### config.mk
export PLATFORM = sky130hd
export DESIGN_NAME = mdio_mgmt_master
export DESIGN_NICKNAME = d
export VERILOG_FILES = /design/src/rtl/mdio_mgmt_pkg.sv /design/src/rtl/mdio_mdc_gen.sv /design/src/rtl/mdio_frame_eng.sv /design/src/rtl/mdio_mgmt_regs.sv /design/src/rtl/mdio_mgmt_master.sv
export SDC_FILE = /design/constraint.sdc
export NUM_CORES = 1
export LEC_CHECK = 0
export BUFFER_PORTS_ARGS = -buffer_cell sky130_fd_sc_hd__buf_2
export CORE_AREA = 5 5 121 123
export DETAILED_ROUTE_END_ITERATION = 10
export DIE_AREA = 0 0 126 128
export PLACE_DENSITY_LB_ADDON = 0.08
export SLEW_MARGIN = 10
export SYNTH_ARGS = -nofsm -noshare
export SYNTH_HDL_FRONTEND = slang
export SYNTH_SLANG_ARGS = --single-unit
### constraint.sdc
create_clock -name clk_i -period 3.2 [get_ports clk_i]
set_input_delay 0.16 -clock clk_i [delete_from_list [all_inputs] [get_ports clk_i]]
set_output_delay 0.16 -clock clk_i [all_outputs]
set_load 0.05 [all_outputs]
### src/rtl/mdio_mgmt_pkg.sv
package mdio_mgmt_pkg;
  typedef enum logic [1:0] {FR_ADDR, FR_WRITE, FR_READ} frame_kind_e;

  localparam int unsigned FRAME_BITS = 64;
  localparam int unsigned PRE_BITS   = 32;
  localparam int unsigned IDX_W      = $clog2(FRAME_BITS);
  // bit index (preamble-aligned) where the read turnaround starts
  localparam int unsigned TA_IDX     = PRE_BITS + 14;

  localparam logic [3:0] W_STAT = 4'd12;
  localparam logic [3:0] W_CTL  = 4'd13;
  localparam logic [3:0] W_DATA = 4'd14;
  localparam logic [3:0] W_ADDR = 4'd15;
endpackage

### src/rtl/mdio_mdc_gen.sv
module mdio_mdc_gen #(
  parameter int unsigned DIV_W = 8
) (
  input  logic             clk_i,
  input  logic             rst_ni,
  input  logic             run_i,
  input  logic [DIV_W-1:0] div_i,
  output logic             mdc_o,
  output logic             rise_o,
  output logic             fall_o
);
  logic [DIV_W-1:0] cnt_q;
  logic [DIV_W-1:0] half;
  logic             wrap;

  assign half   = (div_i == '0) ? DIV_W'(1) : div_i;
  assign wrap   = run_i && (cnt_q == half - DIV_W'(1));
  assign rise_o = wrap && !mdc_o;
  assign fall_o = wrap && mdc_o;

  always_ff @(posedge clk_i or negedge rst_ni) begin
    if (!rst_ni) begin
      cnt_q <= '0;
      mdc_o <= 1'b0;
    end else if (!run_i) begin
      cnt_q <= '0;
      mdc_o <= 1'b0;
    end else if (wrap) begin
      cnt_q <= '0;
      mdc_o <= !mdc_o;
    end else begin
      cnt_q <= cnt_q + DIV_W'(1);
    end
  end
endmodule

### src/rtl/mdio_frame_eng.sv
module mdio_frame_eng
  import mdio_mgmt_pkg::*;
(
  input  logic        clk_i,
  input  logic        rst_ni,
  input  logic        start_i,
  input  frame_kind_e kind_i,
  input  logic [4:0]  port_i,
  input  logic [4:0]  dev_i,
  input  logic        pre_dis_i,
  input  logic        post_inc_i,
  input  logic [15:0] payload_i,
  input  logic        rise_i,
  input  logic        fall_i,
  input  logic        mdio_i,
  output logic        active_o,
  output logic        done_o,
  output frame_kind_e done_kind_o,
  output logic [15:0] rd_data_o,
  output logic        rd_err_o,
  output logic        mdio_o,
  output logic        mdio_oe_o
);
  logic [FRAME_BITS-1:0] tx_q;
  logic [IDX_W-1:0]      idx_q;
  logic [15:0]           rx_q;
  logic                  err_q;
  frame_kind_e           kind_q;
  logic [1:0]            op;
  logic [31:0]           frame32;
  logic                  is_rd;

  always_comb begin
    unique case (kind_i)
      FR_ADDR:  op = 2'b00;
      FR_WRITE: op = 2'b01;
      default:  op = post_inc_i ? 2'b10 : 2'b11;
    endcase
  end

  assign frame32     = {2'b00, op, port_i, dev_i, 2'b10, payload_i};
  assign is_rd       = (kind_q == FR_READ);
  assign done_o      = active_o && fall_i && (idx_q == IDX_W'(FRAME_BITS - 1));
  assign done_kind_o = kind_q;
  assign rd_data_o   = rx_q;
  assign rd_err_o    = err_q;
  assign mdio_oe_o   = active_o && !(is_rd && (idx_q >= IDX_W'(TA_IDX)));
  assign mdio_o      = mdio_oe_o && tx_q[FRAME_BITS-1];

  always_ff @(posedge clk_i or negedge rst_ni) begin
    if (!rst_ni) begin
      active_o <= 1'b0;
      tx_q     <= '0;
      idx_q    <= '0;
      rx_q     <= '0;
      err_q    <= 1'b0;
      kind_q   <= FR_ADDR;
    end else if (start_i && !active_o) begin
      active_o <= 1'b1;
      kind_q   <= kind_i;
      err_q    <= 1'b0;
      tx_q     <= pre_dis_i ? {frame32, 32'h0} : {32'hFFFF_FFFF, frame32};
      idx_q    <= pre_dis_i ? IDX_W'(PRE_BITS) : '0;
    end else if (active_o) begin
      if (rise_i && is_rd) begin
        if (idx_q == IDX_W'(TA_IDX + 1)) err_q <= mdio_i;
        if (idx_q > IDX_W'(TA_IDX + 1))  rx_q  <= {rx_q[14:0], mdio_i};
      end
      if (fall_i) begin
        if (done_o) begin
          active_o <= 1'b0;
        end else begin
          tx_q  <= tx_q << 1;
          idx_q <= idx_q + IDX_W'(1);
        end
      end
    end
  end
endmodule

### src/rtl/mdio_mgmt_regs.sv
module mdio_mgmt_regs
  import mdio_mgmt_pkg::*;
#(
  parameter int unsigned ADDR_W = 6,
  parameter int unsigned DIV_W  = 8
) (
  input  logic              clk_i,
  input  logic              rst_ni,
  input  logic              we_i,
  input  logic [ADDR_W-1:0] addr_i,
  input  logic [31:0]       wdata_i,
  output logic [31:0]       rdata_o,
  input  logic              done_i,
  input  frame_kind_e       done_kind_i,
  input  logic [15:0]       rd_data_i,
  input  logic              rd_err_i,
  output logic              start_o,
  output frame_kind_e       kind_o,
  output logic [4:0]        port_o,
  output logic [4:0]        dev_o,
  output logic              pre_dis_o,
  output logic              post_inc_o,
  output logic [15:0]       payload_o,
  output logic [DIV_W-1:0]  div_o,
  output logic              addr_busy_o,
  output logic              data_busy_o
);
  localparam int unsigned WORD_W = ADDR_W - 2;

  logic [WORD_W-1:0] word;
  logic [4:0]  dev_q, port_q;
  logic        pre_dis_q, scan_q, post_inc_q;
  logic [15:0] data_q, addr_q;
  logic        rd_err_q;
  logic        busy, st_addr, st_wr, st_rd, ctl_upd;

  assign word    = addr_i[ADDR_W-1:2];
  assign busy    = addr_busy_o || data_busy_o;
  assign st_addr = we_i && (word == WORD_W'(W_ADDR)) && !busy;
  assign st_wr   = we_i && (word == WORD_W'(W_DATA)) && !busy;
  assign st_rd   = we_i && (word == WORD_W'(W_CTL)) && wdata_i[15] && !busy;
  assign ctl_upd = we_i && (word == WORD_W'(W_CTL)) && !(wdata_i[15] && busy);

  assign start_o    = st_addr || st_wr || st_rd;
  assign kind_o     = st_rd ? FR_READ : (st_wr ? FR_WRITE : FR_ADDR);
  assign port_o     = st_rd ? wdata_i[9:5] : port_q;
  assign dev_o      = st_rd ? wdata_i[4:0] : dev_q;
  assign pre_dis_o  = st_rd ? wdata_i[10] : pre_dis_q;
  assign post_inc_o = wdata_i[14];
  assign payload_o  = wdata_i[15:0];

  always_ff @(posedge clk_i or negedge rst_ni) begin
    if (!rst_ni) begin
      div_o       <= '0;
      dev_q       <= '0;
      port_q      <= '0;
      pre_dis_q   <= 1'b0;
      scan_q      <= 1'b0;
      post_inc_q  <= 1'b0;
      data_q      <= '0;
      addr_q      <= '0;
      rd_err_q    <= 1'b0;
      addr_busy_o <= 1'b0;
      data_busy_o <= 1'b0;
    end else begin
      if (we_i && (word == WORD_W'(W_STAT))) div_o <= wdata_i[8 +: DIV_W];
      if (ctl_upd) begin
        dev_q      <= wdata_i[4:0];
        port_q     <= wdata_i[9:5];
        pre_dis_q  <= wdata_i[10];
        scan_q     <= wdata_i[11];
        post_inc_q <= wdata_i[14];
      end
      if (st_addr) begin
        addr_q      <= wdata_i[15:0];
        addr_busy_o <= 1'b1;
      end
      if (st_wr) begin
        data_q      <= wdata_i[15:0];
        data_busy_o <= 1'b1;
      end
      if (st_rd) begin
        rd_err_q    <= 1'b0;
        data_busy_o <= 1'b1;
      end
      if (done_i) begin
        if (done_kind_i == FR_ADDR) begin
          addr_busy_o <= 1'b0;
        end else begin
          data_busy_o <= 1'b0;
        end
        if (done_kind_i == FR_READ) begin
          data_q   <= rd_data_i;
          rd_err_q <= rd_err_i;
        end
      end
    end
  end

  always_comb begin
    rdata_o = '0;
    unique case (word)
      WORD_W'(W_STAT): begin
        rdata_o[8 +: DIV_W] = div_o;
        rdata_o[1]          = rd_err_q;
        rdata_o[0]          = addr_busy_o;
      end
      WORD_W'(W_CTL):  rdata_o = {16'h0, 1'b0, post_inc_q, 2'b00, scan_q,
                                  pre_dis_q, port_q, dev_q};
      WORD_W'(W_DATA): rdata_o = {data_busy_o, 15'h0, data_q};
      WORD_W'(W_ADDR): rdata_o = {16'h0, addr_q};
      default:         rdata_o = '0;
    endcase
  end
endmodule

### src/rtl/mdio_mgmt_master.sv
module mdio_mgmt_master
  import mdio_mgmt_pkg::*;
#(
  parameter int unsigned ADDR_W = 6,
  parameter int unsigned DIV_W  = 8
) (
  input  logic              clk_i,
  input  logic              rst_ni,
  input  logic              reg_we_i,
  input  logic [ADDR_W-1:0] reg_addr_i,
  input  logic [31:0]       reg_wdata_i,
  output logic [31:0]       reg_rdata_o,
  output logic              mdc_o,
  output logic              mdio_o,
  output logic              mdio_oe_o,
  input  logic              mdio_i
);
  logic        start, pre_dis, post_inc, done, rd_err, active, rise, fall;
  logic        addr_busy, data_busy;
  frame_kind_e kind, done_kind;
  logic [4:0]  port, dev;
  logic [15:0] payload, rd_data;
  logic [DIV_W-1:0] div;

  mdio_mgmt_regs #(.ADDR_W(ADDR_W), .DIV_W(DIV_W)) i_regs (
    .clk_i       (clk_i),
    .rst_ni      (rst_ni),
    .we_i        (reg_we_i),
    .addr_i      (reg_addr_i),
    .wdata_i     (reg_wdata_i),
    .rdata_o     (reg_rdata_o),
    .done_i      (done),
    .done_kind_i (done_kind),
    .rd_data_i   (rd_data),
    .rd_err_i    (rd_err),
    .start_o     (start),
    .kind_o      (kind),
    .port_o      (port),
    .dev_o       (dev),
    .pre_dis_o   (pre_dis),
    .post_inc_o  (post_inc),
    .payload_o   (payload),
    .div_o       (div),
    .addr_busy_o (addr_busy),
    .data_busy_o (data_busy)
  );

  mdio_mdc_gen #(.DIV_W(DIV_W)) i_mdc (
    .clk_i  (clk_i),
    .rst_ni (rst_ni),
    .run_i  (active),
    .div_i  (div),
    .mdc_o  (mdc_o),
    .rise_o (rise),
    .fall_o (fall)
  );

  mdio_frame_eng i_eng (
    .clk_i       (clk_i),
    .rst_ni      (rst_ni),
    .start_i     (start),
    .kind_i      (kind),
    .port_i      (port),
    .dev_i       (dev),
    .pre_dis_i   (pre_dis),
    .post_inc_i  (post_inc),
    .payload_i   (payload),
    .rise_i      (rise),
    .fall_i      (fall),
    .mdio_i      (mdio_i),
    .active_o    (active),
    .done_o      (done),
    .done_kind_o (done_kind),
    .rd_data_o   (rd_data),
    .rd_err_o    (rd_err),
    .mdio_o      (mdio_o),
    .mdio_oe_o   (mdio_oe_o)
  );
endmodule

==> reports/results.tsv <==
stage	metric	value	unit
synthesis	Cell Area, Synth	7740	µm²
final_layout	most frequent cells in the layout	dfrtp_1 (155), mux2_2 (64), nand2_1 (53), mux2i_1 (47), buf_2 (42)	
floorplan	die width	126	µm
final_layout	layout cells sized above 1	0.263	
final_layout	design area	8750	µm²
placement	cell area after placement	8100	µm²
sta	minimum clock period	2.98	ns
routing	TritonRoute pass-1 iters	5	
grt	total congestion overflow	0	
placement	Placement Setup Slack	-0.0351	ns
routing	DR vias/cell	5.99	
placement	gpl congestion	0.853	
floorplan	chip height	128	µm
sta	endpoints failing hold	0	
sta	fmax	335	MHz
routing	routed wire length per instance	19.5	µm
synthesis	dominant cells by area after synthesis	dfrtp_1 (50%), mux2_2 (9.3%), mux2i_1 (6.1%)	
final_layout	most common cell after layout, fill and taps aside	dfrtp_1	
clock_tree	clk sinks	155	
synthesis	Mapped Cells	683	
clock_tree	CTS tree	yes	
grt	vias in the first global route	5543	
sta	Worst Slack Setup Final	0.219	ns
clock_tree	clock root cell	clkbuf_16	
grt	global-route wire length before repair	29700	µm
setup_path	Max FO, Critical Path	17	
floorplan	core area	13600	µm²
setup_path	Critical Path RT	3.51	ns
final_layout	fin util	0.645	
floorplan	I/O pin count	77	
sta	Final period util	0.932	
setup_path	arrival time at the worst endpoint	3.29	ns
placement	Port Buffers	43	
synthesis	post-synthesis sequential area ratio	0.501	
clock_tree	H-tree depth	4	
placement	Detail Placement HPWL	11900	µm
setup_path	critical path class	flip-flop to flip-flop	
synthesis	flops & latches, synth	155	
setup_path	crit end category	flip-flop	
setup_path	r2r setup slk	0.22	ns
synthesis	Synth Flop Type	dfrtp_1	
final_layout	synthesis-to-layout area growth	13.0	%
synthesis	EDFF count, synth	0	
clock_tree	clk_lat worst skew	0.42	ns
clock_tree	Worst-path clk slew	0.06	ns
sta	max_slew headroom	0.210	
clock_tree	clock tree buffer depth	2	
sta	Final Skew	0.00984	ns
sta	final setup vio count	0	
floorplan	area of the die	16100	µm²
setup_path	critical path startpoint category	flip-flop	
routing	First DRT Iteration DRCs	400	
worst_hold_path	hold crit path type	input pin to flip-flop	
synthesis	ys async rst share	1.00	
routing	routed wire length	17900	µm
routing	post-route ant nets	0	
grt	gr usage total	0.231	
floorplan	row cnt	43	
grt	pin count of the biggest net entering global routing	83	
routing	Vias	5497	
sta	setup TNS	0	ns
floorplan	Initial Util	0.571	
final_layout	Layout Nets	772	
clock_tree	CTS Buf Count	17	
synthesis	Synth cell types	56	
pwr	Pwr per Cell Area	532	nW/µm²
outcome	outcome	complete, no violations	
pwr	maximum VDD drop	0.368	mV
synthesis	dominant cell type by area after synthesis	dfrtp_1	
sta	Slew @ Worst Pin	1.18	ns
sta	RSZ-0062 raised after global routing	false	
synthesis	Synth top area share	0.501	
routing	drt drc	0	
synthesis	Yosys warning count	0	
pwr	Leak	0.00415	µW
synthesis	Post-Syn Area per Cell	11.3	µm²
final_layout	ANT cells	0	
flow_run	max-cap violations	0	
grt	initial antenna violation count	0	
sta	Max Slew Vio Count	0	
## per-layer routing
metal | routed length (µm) | GRT usage
met5 | 0 | 0
met4 | 178 | 0.0574
met3 | 787 | 0.0500
met2 | 8800 | 0.369
met1 | 8120 | 0.326
## layout make-up
cell class | count | area, µm²
sequential | 155 | 3880
clock inverter | 12 | 150
timing repair buffer | 69 | 472
clock buffer | 18 | 439
inverter | 18 | 67.6
tap | 180 | 225
fill | 1080 | 4810
multi-input combinational | 465 | 3510
## cells in the mapped netlist (4+ instances only)
library cell / number
o21ai_0: 26
a222oi_1: 9
xnor2_1: 10
mux2_2: 64
dfrtp_1: 155
buf_6: 6
buf_2: 7
and3_1: 5
nor3_1: 28
a21oi_1: 37
ha_1: 4
mux2i_1: 47
nand3_1: 13
buf_4: 16
clkbuf_1: 28
a221o_1: 20
a211o_1: 6
and2_1: 5
nand2_1: 54
or3_1: 5
nor2_1: 36
a22oi_1: 14
a31oi_1: 4
xor2_1: 8
mux2_4: 19
inv_1: 18
## state kept, by name, indices dropped and copies added (netlist names), 6 cells and up
register	count
i_eng.idx_q	6
i_eng.rd_data_o	16
i_eng.tx_q	64
i_mdc.cnt_q	8
i_regs.addr_q	16
i_regs.data_q	16
i_regs.div_o	8
## worst max-delay path: stages (launching register included)
cell and delay (ns):
dfrtp_1 0.46, nor4_4 0.32, a21oi_1 0.13, ha_1 0.27
xnor2_1 0.14, a21o_1 0.18, o21ai_1 0.21, o2111a_2 0.28
and2_4 0.23, nand4_4 0.11, buf_12 0.21, mux2_4 0.31
## per-stage QoR
stage          std cells  hold slack, ns  power, µW
2_1_floorplan        697          -0.136       2460
3_3_place_gp         883           0.203       2620
3_5_place_dp         883           0.203       2640
4_1_cts              914         0.00388       4670
5_1_grt              917          0.0538       4830
6_report             917          0.0574       4650
## worst paths after layout
kind	start	cells past startpoint	to
min in group asynchronous	rst_ni	2	i_eng.tx_q[62]
max	i_regs.div_o[6]	11	i_regs.data_q[8]
max reg2reg	i_regs.div_o[6]	11	i_regs.data_q[8]
max in group asynchronous	rst_ni	3	i_eng.tx_q[39]
min	reg_wdata_i[8]	3	i_eng.tx_q[8]
min reg2reg	i_eng.tx_q[30]	2	i_eng.tx_q[31]
## repair_timing
action | in CTS | in global routing
gates resized for setup | 2 | 3
gates cloned | 0 | 0
hold buffers | 1 | 1
setup buffers | 0 | 2
endpoints found under the hold margin | 66 | 1
endpoints found under the setup margin | 28 | 94
pin swaps | 0 | 1
## power by group
group | switching [µW] | internal (µW)
registers | 95.4 | 2040
logic | 314 | 180
clock network | 793 | 1230
## cell families (layout without fill, tap and decap cells)
group,after synthesis,count (layout),share of synthesized area
xor+xnor,18,18,0.0204
simple gates,167,167,0.107
mux,130,130,0.191
other cells,1,15,0.000484
buf+inv,77,117,0.0562
compound gates,131,131,0.118
fa+ha+maj,4,4,0.00646
flops,155,155,0.501
No activity file was read; power rests on OpenSTA's default activity.
